**src/rtl/irqr_pkg.sv**
```systemverilog
package irqr_pkg;

  localparam int unsigned IRQR_NCPU   = 4;
  localparam int unsigned IRQR_AW     = 12;
  localparam int unsigned IRQR_CPU_W  = $clog2(IRQR_NCPU);
  localparam logic [IRQR_AW-1:0] IRQR_RAW_OFF  = 12'h300;
  localparam logic [IRQR_AW-1:0] IRQR_VIEW_GAP = 12'h080;
  localparam logic [IRQR_AW-1:0] IRQR_STRIDE   = 12'h040;

  typedef enum logic [1:0] {
    SEL_NONE = 2'd0,
    SEL_MASK = 2'd1,
    SEL_VIEW = 2'd2,
    SEL_RAW  = 2'd3
  } irqr_sel_e;

  typedef struct packed {
    irqr_sel_e             sel;
    logic [IRQR_CPU_W-1:0] cpu;
  } irqr_dec_t;

  // Mask offsets come in two pairs: processors 0/1 low, 2/3 high.
  function automatic logic [IRQR_AW-1:0] irqr_mask_off(input int unsigned n);
    logic [IRQR_AW-1:0] base;
    base = (n < 2) ? 12'h200 : 12'h600;
    return base + ((n % 2 == 1) ? IRQR_STRIDE : '0);
  endfunction

  function automatic logic [IRQR_AW-1:0] irqr_view_off(input int unsigned n);
    return irqr_mask_off(n) + IRQR_VIEW_GAP;
  endfunction

endpackage

```
**src/rtl/irqr_csr_decode.sv**
```systemverilog
module irqr_csr_decode
  import irqr_pkg::*;
(
  input  logic [IRQR_AW-1:0] addr,
  output irqr_dec_t          dec
);

  always_comb begin
    dec.sel = SEL_NONE;
    dec.cpu = '0;
    if (addr == IRQR_RAW_OFF) begin
      dec.sel = SEL_RAW;
    end
    for (int unsigned n = 0; n < IRQR_NCPU; n++) begin
      if (addr == irqr_mask_off(n)) begin
        dec.sel = SEL_MASK;
        dec.cpu = IRQR_CPU_W'(n);
      end
      if (addr == irqr_view_off(n)) begin
        dec.sel = SEL_VIEW;
        dec.cpu = IRQR_CPU_W'(n);
      end
    end
  end

endmodule

```
**src/rtl/irqr_raw_capture.sv**
```systemverilog
module irqr_raw_capture #(
  parameter int unsigned DATA_W   = 64,
  parameter int unsigned CASC_BIT = 55
) (
  input  logic              clk,
  input  logic              rst,
  input  logic [DATA_W-1:0] dev_irq,
  input  logic              cascade_irq,
  output logic [DATA_W-1:0] raw_nxt,
  output logic [DATA_W-1:0] raw_q
);

  localparam logic [DATA_W-1:0] CASC_MASK = DATA_W'(1) << CASC_BIT;

  generate
    if (CASC_BIT >= DATA_W) begin : g_bad_casc
      initial $error("cascade bit outside raw register");
    end
  endgenerate

  always_comb begin
    raw_nxt = (dev_irq & ~CASC_MASK) | ({DATA_W{cascade_irq}} & CASC_MASK);
  end

  always_ff @(posedge clk) begin
    if (rst) raw_q <= '0;
    else     raw_q <= raw_nxt;
  end

endmodule

```
**src/rtl/irqr_cpu_lane.sv**
```systemverilog
module irqr_cpu_lane #(
  parameter int unsigned DATA_W  = 64,
  parameter bit          PRESENT = 1'b1
) (
  input  logic              clk,
  input  logic              rst,
  input  logic              wr_en,
  input  logic [DATA_W-1:0] wdata,
  input  logic [DATA_W-1:0] raw_nxt,
  output logic [DATA_W-1:0] mask_q,
  output logic              irq_q
);

  logic [DATA_W-1:0] mask_nxt;

  always_comb begin
    mask_nxt = wr_en ? wdata : mask_q;
  end

  always_ff @(posedge clk) begin
    if (rst) mask_q <= '0;
    else     mask_q <= mask_nxt;
  end

  generate
    if (PRESENT) begin : g_live
      // Output sees the same next state the mask and raw registers load.
      always_ff @(posedge clk) begin
        if (rst) irq_q <= 1'b0;
        else     irq_q <= |(mask_nxt & raw_nxt);
      end
    end else begin : g_absent
      always_ff @(posedge clk) begin
        irq_q <= 1'b0;
      end
    end
  endgenerate

endmodule

```
**src/rtl/cpu_irq_router.sv**
```systemverilog
module cpu_irq_router
  import irqr_pkg::*;
#(
  parameter int unsigned        DATA_W      = 64,
  parameter int unsigned        CASC_BIT    = 55,
  parameter logic [IRQR_NCPU-1:0] CPU_PRESENT = 4'b1111
) (
  input  logic                 clk,
  input  logic                 rst,
  input  logic [DATA_W-1:0]    dev_irq,
  input  logic                 cascade_irq,
  input  logic                 csr_rd,
  input  logic                 csr_wr,
  input  logic [IRQR_AW-1:0]   csr_addr,
  input  logic [DATA_W/8-1:0]  csr_be,
  input  logic [DATA_W-1:0]    csr_wdata,
  output logic [DATA_W-1:0]    csr_rdata,
  output logic                 csr_err,
  output logic [IRQR_NCPU-1:0] cpu_irq
);

  localparam int unsigned BE_W = DATA_W / 8;

  irqr_dec_t                        dec;
  logic [DATA_W-1:0]                raw_nxt;
  logic [DATA_W-1:0]                raw_q;
  logic [IRQR_NCPU-1:0][DATA_W-1:0] mask_q;
  logic                             full_lanes;
  logic                             bad_access;
  logic [DATA_W-1:0]                rd_value;

  irqr_csr_decode i_decode (
    .addr (csr_addr),
    .dec  (dec)
  );

  irqr_raw_capture #(
    .DATA_W   (DATA_W),
    .CASC_BIT (CASC_BIT)
  ) i_raw (
    .clk         (clk),
    .rst         (rst),
    .dev_irq     (dev_irq),
    .cascade_irq (cascade_irq),
    .raw_nxt     (raw_nxt),
    .raw_q       (raw_q)
  );

  assign full_lanes = (csr_be == {BE_W{1'b1}});
  assign bad_access = (csr_rd | csr_wr) & (~full_lanes | (dec.sel == SEL_NONE));

  generate
    for (genvar n = 0; n < IRQR_NCPU; n++) begin : g_lane
      logic wr_hit;
      assign wr_hit = csr_wr & full_lanes & (dec.sel == SEL_MASK)
                    & (dec.cpu == IRQR_CPU_W'(n));
      irqr_cpu_lane #(
        .DATA_W  (DATA_W),
        .PRESENT (CPU_PRESENT[n])
      ) i_lane (
        .clk     (clk),
        .rst     (rst),
        .wr_en   (wr_hit),
        .wdata   (csr_wdata),
        .raw_nxt (raw_nxt),
        .mask_q  (mask_q[n]),
        .irq_q   (cpu_irq[n])
      );
    end
  endgenerate

  always_comb begin
    rd_value = '1;
    if (full_lanes) begin
      unique case (dec.sel)
        SEL_MASK: rd_value = mask_q[dec.cpu];
        SEL_VIEW: rd_value = mask_q[dec.cpu] & raw_q;
        SEL_RAW:  rd_value = raw_q;
        default:  rd_value = '1;
      endcase
    end
  end

  always_ff @(posedge clk) begin
    if (rst) begin
      csr_rdata <= '0;
      csr_err   <= 1'b0;
    end else begin
      csr_err <= bad_access;
      if (csr_rd) csr_rdata <= rd_value;
    end
  end

endmodule

```
**config.mk**
```make
export PLATFORM = sky130hd
export DESIGN_NAME = cpu_irq_router
export DESIGN_NICKNAME = d
export VERILOG_FILES = /design/src/rtl/irqr_pkg.sv /design/src/rtl/irqr_csr_decode.sv /design/src/rtl/irqr_raw_capture.sv /design/src/rtl/irqr_cpu_lane.sv /design/src/rtl/cpu_irq_router.sv
export SDC_FILE = /design/constraint.sdc
export NUM_CORES = 1
export LEC_CHECK = 0
export BUFFER_PORTS_ARGS = -buffer_cell sky130_fd_sc_hd__clkbuf_2
export CORE_MARGIN = 4
export CORE_UTILIZATION = 40
export DETAILED_ROUTE_END_ITERATION = 8
export PLACE_DENSITY_LB_ADDON = 0.08
export SLEW_MARGIN = 0
export SYNTH_ARGS = -nofsm -noshare
export SYNTH_HDL_FRONTEND = slang
export SYNTH_HIERARCHICAL = 1
export SYNTH_SLANG_ARGS = --single-unit
```
**constraint.sdc**
```tcl
create_clock -name clk -period 2.8 [get_ports clk]
set_clock_uncertainty 0.05 [all_clocks]
set_input_delay 0.14 -clock clk [delete_from_list [all_inputs] [get_ports clk]]
set_output_delay 0.14 -clock clk [all_outputs]
set_load 0.005 [all_outputs]
```
# --- Word-level counts from Yosys, hierarchy flattened ---
# Cells that the tools add are included.
totals:
  output_inout_bits: 69
  word_cells: 67
  regBits: 389
op_classes:
  n_lt_le_gt_ge: 1
  muxes: 17
  n_reduce_logical: 6
  eq_ne: 16
  bitwise_logic: 16
ops:
  columns: ["cell", "count"]
  rows:
  - ["$mux W64", 6]
  - ["$and A64 B64 Y64", 5]
  - ["$reduce_or A64 Y1", 4]
  - ["$pmux W64 S3", 1]
  - ["$bmux W64 S2", 1]
  - ["$or A64 B56 Y64", 1]
  - ["$eq A12 B10 Y1 const B", 5]
  - ["$eq A12 B11 Y1 const B", 4]
  - ["$mux W4", 8]
  - ["$eq A2 B2 Y1 const B", 4]
  - ["$eq A8 B8 Y1 const B", 1]
  - ["$and A1 B1 Y1", 7]
  - ["$eq A2 B1 Y1 const B", 2]
  - ["$logic_not A2 Y1", 2]
  - ["$lt A2 B3 Y1 const B", 1]
  - ["$mux W2", 1]
  - ["$or A1 B1 Y1", 2]
  - ["$not A1 Y1", 1]

# --- Depth between registers and ports, before layout ---
# Gate-level depths: netlist (run 1).
depth:
  ltp_word: 16
  mapped_depth: 13
  ltp_nobuf: 10

# --- Cells and area by module ---
# Netlist (run 1), hierarchy kept.
by_module_without_submodules:
  columns: ["mod", "cells_each", "area_each_um2", "n_inst"]
  rows:
  - ["irqr_cpu_lane", 314, 2797.7, 4]
  - ["cpu_irq_router", 621, 6573.8, 1]
  - ["irqr_raw_capture", 199, 2398.6, 1]
  - ["irqr_csr_decode", 10, 122.6, 1]

# --- Worst setup path before layout (run 1) ---
# OpenSTA, ideal clock, no wires.
synth_timing:
  kind: "input to register"
  from: "in csr_addr[11]"
  to: "reg g_lane[2].i_lane.irq_q"
  cell_stages: 13
  path_buffers: 5
  path_slack_ps: -190
  arrival_ps: 2800
  path_cell_list: "or4b_4 > nor4_2 > buf_6 > buf_4 > buf_4 > and3b_1 > buf_6 > buf_6 > mux2i_1 > o22ai_1 > nor4_1 > and4_1 > a41oi_1"
synth_lines:
  columns: ["element", "line_no", "text"]
  rows:
  - ["from (decl)", "cpu_irq_router.sv:14", "input logic [IRQR_AW-1:0] csr_addr,"]
  - ["to (signal assigned)", "irqr_cpu_lane.sv:30", "else irq_q <= |(mask_nxt & raw_nxt);"]
  - ["to (decl)", "irqr_cpu_lane.sv:11", "output logic irq_q"]

==> flow_summary.toml, run 1 <==
[sta]
fin_tns_setup_ns = -1.275
rsz0062_at_grt = "yes"
setup_viol = 4
slew_headroom_pct = 25.99
maxSlewViolCount = 0
hold_ws_ns = 0.2383
fin_crit_sh_pct = 112.9
setup_ws_ns = -0.3605
period_minus_slack_ns = 3.161
fmax_mhz = 316.4
final_hold_viol_count = 0
max_slew.worst_pin.slew_ns = 1.110

[placed_design]
dp_hpwl_um = 52490
port_buffers = 220
gp_congestion = 0.8796

[floorplan]
die_area_um2 = 54380
core_um2 = 50170
die_w_um = 233.2
start_util_pct = 40.43
ios = 222
rows = 82
die_y_um = 233.2

[logic_synthesis]
syn_inst = 2086
yosysSeqAreaShare_pct = 38.39
synth_area_leaders = "dfxtp_1 (38%), mux2i_1 (13%), mux4_2 (7.1%)"
synth_fp_nets = 2239
yosysMostFrequentCell = "dfxtp_1"
synth_area_leader_cell = "dfxtp_1"
ys_top_cells_by_count = "dfxtp_1 (389), inv_1 (260), mux2i_1 (258), nor2_1 (258), o22ai_1 (128)"
synth_ff_type = "dfxtp_1"
synth-edff-count = 0
synth_top_area_share_pct = 38.39
syn_area_um2 = 20290
synthDistinctLibCells = 42
synth_area_per_cell_um2 = 9.725
synth-seq-cells = 389
synth-async-reset-ratio_pct = 0
yosysWarningCount = 6

[drt]
wl_per_cell_um = 23.45
ant_nets = 0
drt_pre_antenna_iters = 5
via_count = 17660
viasPerCell = 5.431
routed_wirelength_um = 76220
dr.first_iter.drc_count = 1279
drc = 0

[finish]
nNetsFinal = 2696
synthToLayoutAreaGrowth_pct = 32.84
fin_util_pct = 53.71
n_fill_cell = 4567
final_layout_size_suffix_gt1_share_pct = 35.91

[clocking]
cts_max_level = 2
cts_root_buf = "clkbuf_16"
clock_latency_ns = 0.58
path_clk_slew_ns = 0.06
clk_path_buf_depth = 3
cts_inserted_buffers = 46
cts_tree = "built"
clock_sinks = 389

[setup_path]
worstPathMaxFanout = 7
reg2reg_slack_ns = 1.01
max_stage_delay_ns = 0.55
crit_buf_inv = 5
critPathTopFamily = "simple AND/OR/NAND/NOR gates"
crit_arrival_ns = 3.52
crit_path_cell_trace = "clkbuf_2, or4b_4, nor4b_4, nand3b_1, nor3_2, buf_4, and3b_4, buf_12, buf_16, mux2i_4, o22ai_2, nor4_4, buf_4, and4_4, a41oi_2"
critPathKind = "in -> reg"
cp-start-kind = "primary input"
cp.required_ns = 3.16
crit_slowest_cell = "or4b_4"
end_kind = "flip-flop"
critical_path.most_common_cell = "buf_4"

[grt]
grt_max_degree = 157
grt_use_total_pct = 27.14
grt_overflow_total = 0
grt_pass1_wl_um = 111800
first_global_vias = 17490
antenna_found_initial = 5

[job]
maxCapViolCount = 0

[outcome]
failed_checks = "setup timing"
status = "finished with violations"

[power_and_ir_drop]
power_density_nw_per_um2 = 478.7
leakagePower_nw = 10.90
ir_worst_vdd_mv = 0.4462

[min_path]
worst_hold_path_type = "in -> reg"
-- report_power, final --
group          total (mW)  switching [mW]  internal, mW
Sequential           5.73          0.0774          5.65
Combinational       0.901           0.527         0.373
Clock                6.27            2.47          3.80
Total                12.9            3.07          9.83
-- sequential cells by signal, summed over array words and instances, names as in the netlist --
register / flops
g_lane.i_lane/mask_q: 256
csr_rdata: 64
csr_err: 1
g_lane.i_lane/irq_q: 4
i_raw/raw_q: 64
-- path summary, 6_finish.rpt --
check                                   from                     end  cells past startpoint
setup reg to reg  g_lane[1].i_lane/mask_q[7]  g_lane[1].i_lane/irq_q                      6
hold reg to reg              i_raw/raw_q[22]           csr_rdata[22]                      2
hold / removal                     csr_be[7]                 csr_err                      5
setup / recovery                 csr_addr[2]  g_lane[2].i_lane/irq_q                     15
-- cell families (layout without fill, tap and decap cells) --
logic type             count (synthesis)  in the layout  synth area share, %
flip-flops                           389            389                38.39
AO/OA/AOI/OAI                        327            327                11.04
multiplexers                         448            448                26.83
other                                  0              3                    0
buffers and inverters                472            962                11.92
AND/OR/NAND/NOR                      450            450                11.82
-- per-stage QoR --
step | cell area, µm² | power [mW] | std cells | setup slack (ns)
2_1_floorplan | 20340 | 6.208 | 2086 | -0.1600
3_3_place_gp | 23030 | 6.564 | 3000 | -1.256
3_5_place_dp | 23030 | 6.567 | 3000 | -1.215
4_1_cts | 26400 | 12.97 | 3227 | -0.2902
5_1_grt | 26940 | 13.31 | 3248 | -0.4191
6_report | 26950 | 12.90 | 3251 | -0.3605
-- cells in the final DEF (no fill, tap or decap), drive strengths merged, types with 2 or more instances in the layout --
cell	count
clkinvlp	2
buf	268
nand2b	2
clkbuf	292
clkinv	4
o21ai	64
nor2	258
and2	4
nor3	3
nor4	97
nor2b	65
a211oi	64
or4b	2
inv	261
mux4	64
a41oi	4
nor4b	2
dlygate4sd3	131
mux2i	258
nand4	2
and3b	3
o22ai	128
o221ai	63
bufinv	4
or2	2
nand3b	2
diode	3
dfxtp	389
and4	4
mux2	126
-- tightest hold or removal path, stage by stage --
cell	delay (ns)
clkbuf_2	0.08
nand4_1	0.12
or2_2	0.17
buf_4	0.11
o221a_2	0.19
-- timing repair --
action                                 4_1_cts  5_1_grt
cloned                                       0        2
gates resized for setup                     60       71
hold buffers                               131        0
setup buffers                               15       19
endpoints found under the hold margin      299        0
setup endpoints to repair                    4       67
pin swaps                                   11       16
-- layer usage --
| layer | routed length, µm | global-route usage, % | vias up |
|---|---|---|---|
| li1 | - | - | 8302 |
| met1 | 33890 | 37.32 | 8702 |
| met2 | 35600 | 44.82 | 546 |
| met3 | 4566 | 3.890 | 107 |
| met4 | 2167 | 7.191 | 0 |
| met5 | 0 | 0 | - |
-- layout make-up --
| cell class | count | area [µm²] | area share [%] |
|---|---|---|---|
| tap | 672 | 840.8 | 3.120 |
| inverter | 260 | 975.9 | 3.622 |
| timing repair buffer | 621 | 4999 | 18.55 |
| multi-input combinational | 1225 | 10770 | 39.97 |
| sequential | 389 | 7787 | 28.90 |
| antenna | 3 | 7.507 | 0.02786 |
| clock buffer | 70 | 1403 | 5.205 |
| clock inverter | 11 | 163.9 | 0.6083 |
No activity file was read; power rests on OpenSTA's default activity.
==> run 2: changes to the inputs <==
--- a/config.mk
+++ b/config.mk
@@ -5,6 +5,7 @@
 export SDC_FILE = /design/constraint.sdc
 export NUM_CORES = 1
 export LEC_CHECK = 0
+export ABC_AREA = 1
 export BUFFER_PORTS_ARGS = -buffer_cell sky130_fd_sc_hd__clkbuf_2
 export CORE_MARGIN = 4
 export CORE_UTILIZATION = 40
==> run 2 against run 1 <==
Compared with the run above:
- the run now ends clean
- critical path depth rose by 6
- combinational power fell by 10%
- setup slack improved by 0.60 ns
- count of clock-buffer cells in the layout fell by 14
- sequential power fell by 0.7%
- routed wire length rose by 2.4%
- non-clock buffer count fell by 1
- via count rose by 23%
- fmax rose by 23%
- power rose by 2.8%
- largest power group unchanged
==> flow_summary.toml, run 2 <==
[outcome]
status = "finished, final reports clean"

[finish]
layout_common_cells = "nand2_1 (1312), dfxtp_1 (389), nor2_1 (385)"
synthToLayoutAreaGrowth_pct = 28.73
layoutNonFillerInstCount = 4476
final_layout_size_suffix_gt1_share_pct = 19.52
regMostFlops = "g_lane.i_lane/mask_q"
largestRegisters = "g_lane.i_lane/mask_q: 256 flops, csr_rdata: 64 flops, i_raw/raw_q: 64 flops"
postLayoutCellArea_um2 = 26700
layout.cells.most_common = "nand2_1"
largest_reg_flops = 256
nNetsFinal = 3918
diodes = 0

[sta]
max_slew.worst_pin.slew_ns = 0.8581
setup_viol = 0
fin_crit_sh_pct = 91.43
slew_headroom_pct = 42.79
maxSlewViolCount = 0
period_minus_slack_ns = 2.560
rsz0062_at_grt = "no"
final_hold_viol_count = 0
fmax_mhz = 390.6
hold_ws_ns = 0.03777

[logic_synthesis]
synth_area_per_cell_um2 = 6.276
syn_area_um2 = 20740
yosysSeqAreaShare_pct = 37.55
synth_top_family_by_area = "simple AND/OR/NAND/NOR gates"
synth_area_leaders = "dfxtp_1 (38%), nand2_1 (24%), nor2_1 (7.1%)"
synth_xor_area_share_pct = 0
yosysMostFrequentCell = "nand2_1"
yosysWarningCount = 6
synth_fp_nets = 3458
synthMuxAreaShare_pct = 0
syn_inst = 3305
synth_compound_area_share_pct = 8.186
synth_area_leader_cell = "dfxtp_1"
synth_ff_type = "dfxtp_1"
synth_top_area_share_pct = 37.55
synth-simple-area-share_pct = 40.16
ys_top_cells_by_count = "nand2_1 (1312), nor2_1 (390), dfxtp_1 (389)"
synth-seq-cells = 389
synthAdderAreaFrac_pct = 0
synth-async-reset-ratio_pct = 0
synth-edff-count = 0
synthDistinctLibCells = 26

[power_and_ir_drop]
leakagePower_nw = 13.78
netSwitchingPower_mw = 2.990
share_comb_of_total_power_pct = 6.1
power_density_nw_per_um2 = 496.6
p_int_mw = 10.27
clkPwrFrac_pct = 51.0
ir_worst_vdd_mv = 0.3429
switching_share_pct = 22.55
seq_power_share_pct = 42.9

[floorplan]
start_util_pct = 40.43
rows = 83
die_y_um = 235.7
ios = 222
die_area_um2 = 55560
core_um2 = 51300
die_w_um = 235.7

[min_path]
hold_start = "csr_wdata[52]"
worst_hold_path_type = "in -> reg"

[setup_path]
crit_path_cell_trace = "clkbuf_2, nor2_1, nand2_2, clkinv_2, nand3_1, buf_4, a2bb2oi_1, buf_4, nand2_1, nor2_4, buf_4, buf_12, nand2_2, nand3_2, nand2_1, nor2_1, nand2_1, nor2_1, nand2_1, nor2_1, nor2_1"
max_stage_delay_ns = 0.30
crit_slowest_cell = "buf_4"
critPathTopFamily = "simple AND/OR/NAND/NOR gates"
crit_buf_inv = 6
end_kind = "flip-flop"
critical_path.most_common_cell = "nor2_1"
cp.required_ns = 3.18
crit_arrival_ns = 2.94
critPathKind = "in -> reg"
crit_path_start = "csr_addr[1]"
cp-start-kind = "primary input"
worstPathMaxFanout = 11
timing.rr.start = "g_lane[3].i_lane/mask_q[45]"

[clocking]
clock_latency_ns = 0.57
path_clk_slew_ns = 0.06
cts_setup_buffers = 0
cts_root_buf = "clkbuf_16"
cts_tree = "built"
clk_path_buf_depth = 3
clock_sinks = 389
cts_max_level = 2
cts_inserted_buffers = 45

[placed_design]
gp_congestion = 0.8939
dp.cells = 4251
placed_area_um2 = 23550
dp_hpwl_um = 54420
port_buffers = 220

[grt]
antenna_found_initial = 1
first_global_vias = 20640
grt_use_total_pct = 27.19
grt_pass1_wl_um = 118600
grt_max_degree = 156
grt_overflow_total = 0

[drt]
routed_wirelength_um = 78070
ant_nets = 0
dr.first_iter.drc_count = 1448
drc = 0
viasPerCell = 4.847
drt_pre_antenna_iters = 5
wl_per_cell_um = 17.44
via_count = 21690

[job]
maxCapViolCount = 0
[run 2: cell types whose count changed after synthesis, moves of 101 or more]
cell	previous run	this run
mux2i_1	258	0
mux2_2	126	0
nand3_1	0	137
inv_1	260	361
nand2_1	1	1312
a21oi_1	0	218
nand2_2	0	101
nor2_1	258	390
o22ai_1	128	0
[run 2: worst paths after layout]
| check | cells past startpoint | to | slack (ns) |
|---|---|---|---|
| max reg2reg | 11 | g_lane[3].i_lane/irq_q | 1.27 |
| max | 21 | g_lane[1].i_lane/irq_q | 0.24 |
| min reg2reg | 2 | g_lane[2].i_lane/mask_q[7] | 0.43 |
| min | 6 | g_lane[0].i_lane/mask_q[52] | 0.04 |
[run 2: cell families after synthesis]
family | Yosys count
flip-flops | 389
AND/OR/NAND/NOR | 2016
buffers and inverters | 580
AO/OA/AOI/OAI | 320
[run 2: per-layer routing]
layer,track usage (%),vias up,part of all wire [%]
met1,35.58,9990,43
met4,10.30,2,3.8
met5,0,-,0.017
met2,45.27,658,46
met3,4.370,156,6.2
li1,-,10890,-
[run 2: repair_timing]
item	in CTS	in global routing
hold endpoints to repair	293	0
hold buffers	147	0
gates resized for setup	0	0
[run 2: final cells by class]
type	instances	area (µm²)
Multi-Input combinational cell	2336	10090
Tap cell	680	850.8
Clock inverter	22	412.9
Timing Repair Buffer	620	4895
Inverter	373	1401
Fill cell	5222	24600
Sequential cell	389	7787
Clock buffer	56	1267
[run 2: power groups by stage]
stage                     Clock [mW]  Combinational [mW]  Sequential, mW
final                           6.76               0.810            5.69
after global placement             0               0.643            5.81
after detailed placement           0               0.647            5.82
after global routing            7.09               0.884            5.70
after CTS                       6.88               0.810            5.69
after floorplan                    0               0.340            5.81
[run 2: tightest hold or removal path, cell delays in order]
cell and delay (ns):
clkbuf_2 0.13, inv_1 0.08, nand2_2 0.06, buf_4 0.12, nand2_1 0.05, nor2_1 0.03
[run 2: through the flow]
step	utilization (%)	TNS (ns)	worst slack, ns	power, mW
2_1_floorplan	-	0	0.3992	6.155
3_3_place_gp	45.90	-0.8492	-0.2799	6.453
3_5_place_dp	45.90	-0.9449	-0.3089	6.463
4_1_cts	52.05	0	0.3143	13.38
5_1_grt	52.05	0	0.07638	13.68
6_report	52.05	0	0.2400	13.26
==> run 3: changes to the inputs <==
--- a/config.mk
+++ b/config.mk
@@ -6,7 +6,7 @@
 export NUM_CORES = 1
 export LEC_CHECK = 0
 export ABC_AREA = 1
-export BUFFER_PORTS_ARGS = -buffer_cell sky130_fd_sc_hd__clkbuf_2
+export BUFFER_PORTS_ARGS = -buffer_cell sky130_fd_sc_hd__buf_2
 export CORE_MARGIN = 4
 export CORE_UTILIZATION = 40
 export DETAILED_ROUTE_END_ITERATION = 8
==> run 3 against run 2 <==
Compared with the run above:
- cell area decreased by 2.6%
- sequential power about the same
- final cell count decreased by 1.5%
- global-route usage decreased by 0.52 points
- power decreased by 3.2%
- via count decreased by 1.8%
- sequential share of layout area increased by 0.79 points
- die area unchanged
==> flow_summary.toml, run 3 (synthesis gave the netlist of run 2 again) <==
[setup_path]
crit_path_start = "csr_addr[4]"
critical_path.most_common_cell = "nor2_1"
r2r_cells = 10
crit_buf_inv = 6
critPathTopFamily = "simple AND/OR/NAND/NOR gates"
reg2reg_to = "g_lane[0].i_lane/irq_q"
end_kind = "flip-flop"
cp.required_ns = 3.19
max_stage_delay_ns = 0.25
crit_path_cell_trace = "buf_2, inv_1, nand2_1, nor3_4, nand3_1, nand4_1, inv_1, nor2_1, nand4_1, buf_4, nor2_4, buf_12, buf_4, nand2_2, nand3_1, nand2_1, nor2_1, nand2_1, nor2_1, nand2_1, nor2_1, nor2_1"
reg2reg_slack_ns = 1.31
timing.rr.start = "g_lane[0].i_lane/mask_q[15]"
crit_arrival_ns = 2.96
crit_slowest_cell = "nor2_1"
critPathKind = "in -> reg"
worstPathMaxFanout = 15
cp-start-kind = "primary input"

[floorplan]
start_util_pct = 40.43
core_um2 = 51300
die_w_um = 235.7
ios = 222
rows = 83
die_area_um2 = 55560
die_y_um = 235.7

[sta]
fin_crit_sh_pct = 91.61
maxSlewViolCount = 0
setup_viol = 0
rsz0062_at_grt = "no"
final_hold_viol_count = 0
fmax_mhz = 389.8
max_slew.worst_pin.slew_ns = 0.8173
slew_headroom_pct = 45.51
period_minus_slack_ns = 2.565

[grt]
first_global_vias = 19860
grt_use_total_pct = 26.67
antenna_found_initial = 1
grt_pass1_wl_um = 116800
grt_overflow_total = 0
grt_max_degree = 157

[finish]
nNetsFinal = 3845
layoutNonFillerInstCount = 4408
layout_common_cells = "nand2_1 (1312), dfxtp_1 (389), nor2_1 (380)"
largest_reg_flops = 256
largestRegisters = "g_lane.i_lane/mask_q: 256 flops, csr_rdata: 64 flops, i_raw/raw_q: 64 flops"
synthToLayoutAreaGrowth_pct = 25.35
regMostFlops = "g_lane.i_lane/mask_q"
final_layout_size_suffix_gt1_share_pct = 18.38
layout.cells.most_common = "nand2_1"

[drt]
viasPerCell = 4.831
routed_wirelength_um = 77230
drt_pre_antenna_iters = 7
dr.first_iter.drc_count = 1597
wl_per_cell_um = 17.52
via_count = 21290
ant_nets = 0
drc = 0

[min_path]
whs_path_depth = 8
worst_hold_path_type = "in -> reg"
hold_start = "csr_be[4]"
holdPathEnd = "csr_rdata[38]"

[placed_design]
port_buffers = 220
dp_hpwl_um = 53350
gp_congestion = 0.9092
dp.cells = 4194

[clocking]
clock_sinks = 389
path_clk_slew_ns = 0.06
cts_inserted_buffers = 46
clock_latency_ns = 0.59
clk_path_buf_depth = 3
cts_max_level = 2
cts_root_buf = "clkbuf_16"
cts_tree = "built"

[outcome]
status = "finished, final reports clean"

[power_and_ir_drop]
finalPower_mw = 12.83
power_density_nw_per_um2 = 493.6
ir_worst_vdd_mv = 0.4376
leakagePower_nw = 13.35

[job]
maxCapViolCount = 0
run 3: per-stage QoR:
step	util [%]	hold slack (ns)	worst slack (ns)	setup TNS [ns]	instance area (µm²)
after global placement	44.97	0.3556	-0.3762	-1.029	23070
after floorplan	-	0.1970	0.3992	0	20740
final	50.68	0.06040	0.2348	0	26000
after CTS	50.60	0.03403	0.1664	0	25960
after detailed placement	44.97	0.3573	-0.4115	-1.236	23070
after global routing	50.67	0.08346	0.01164	0	26000
run 3: worst min-delay path, stage by stage:
cell and delay [ns]:
buf_2 0.10, nand2_1 0.05, nor2_1 0.06, nand3_1 0.10, nor2_1 0.05, nand2_1 0.05, nor2_1 0.05, nor2_1 0.07
run 3: worst max path at each step:
stage	to	depth (start not counted)	slack [ns]
floorplan	g_lane[0].i_lane/irq_q	20	0.40
global placement	g_lane[0].i_lane/irq_q	21	-0.38
detailed placement	g_lane[0].i_lane/irq_q	21	-0.41
CTS	g_lane[0].i_lane/irq_q	21	0.17
global route	g_lane[0].i_lane/irq_q	22	0.01
finish	g_lane[1].i_lane/irq_q	22	0.23
run 3: power breakdown:
part	total, mW	leakage [nW]	internal [mW]	switching (mW)
Clock	6.34	0.783	3.87	2.47
Combinational	0.799	9.39	0.324	0.475
Sequential	5.69	3.17	5.65	0.0394
Total	12.8	13.3	9.85	2.98
run 3: cell type report:
| type | instances | area [µm²] |
|---|---|---|
| sequential | 389 | 7787 |
| antenna | 2 | 5.005 |
| clock inverter | 13 | 200.2 |
| fill | 5240 | 25300 |
| inverter | 373 | 1401 |
| multi-input combinational | 2336 | 10110 |
| clock buffer | 69 | 1389 |
| timing repair buffer | 546 | 4250 |
| tap | 680 | 850.8 |
run 3: what timing repair did:
| item | in CTS | in global routing |
|---|---|---|
| buffers inserted | 0 | 0 |
| hold endpoints to repair | 317 | 0 |
| resized for setup | 0 | 9 |
| endpoints found under the setup margin | 0 | 2 |
| hold buffers | 130 | 0 |
run 3: layer usage:
| metal | vias up | GRT usage [%] | part of all wire [%] |
|---|---|---|---|
| li1 | 10740 | - | - |
| met1 | 9861 | 36.42 | 45 |
| met2 | 605 | 45.08 | 47 |
| met3 | 89 | 2.940 | 5.5 |
| met4 | 0 | 7.065 | 2.4 |
| met5 | - | 0 | 0 |
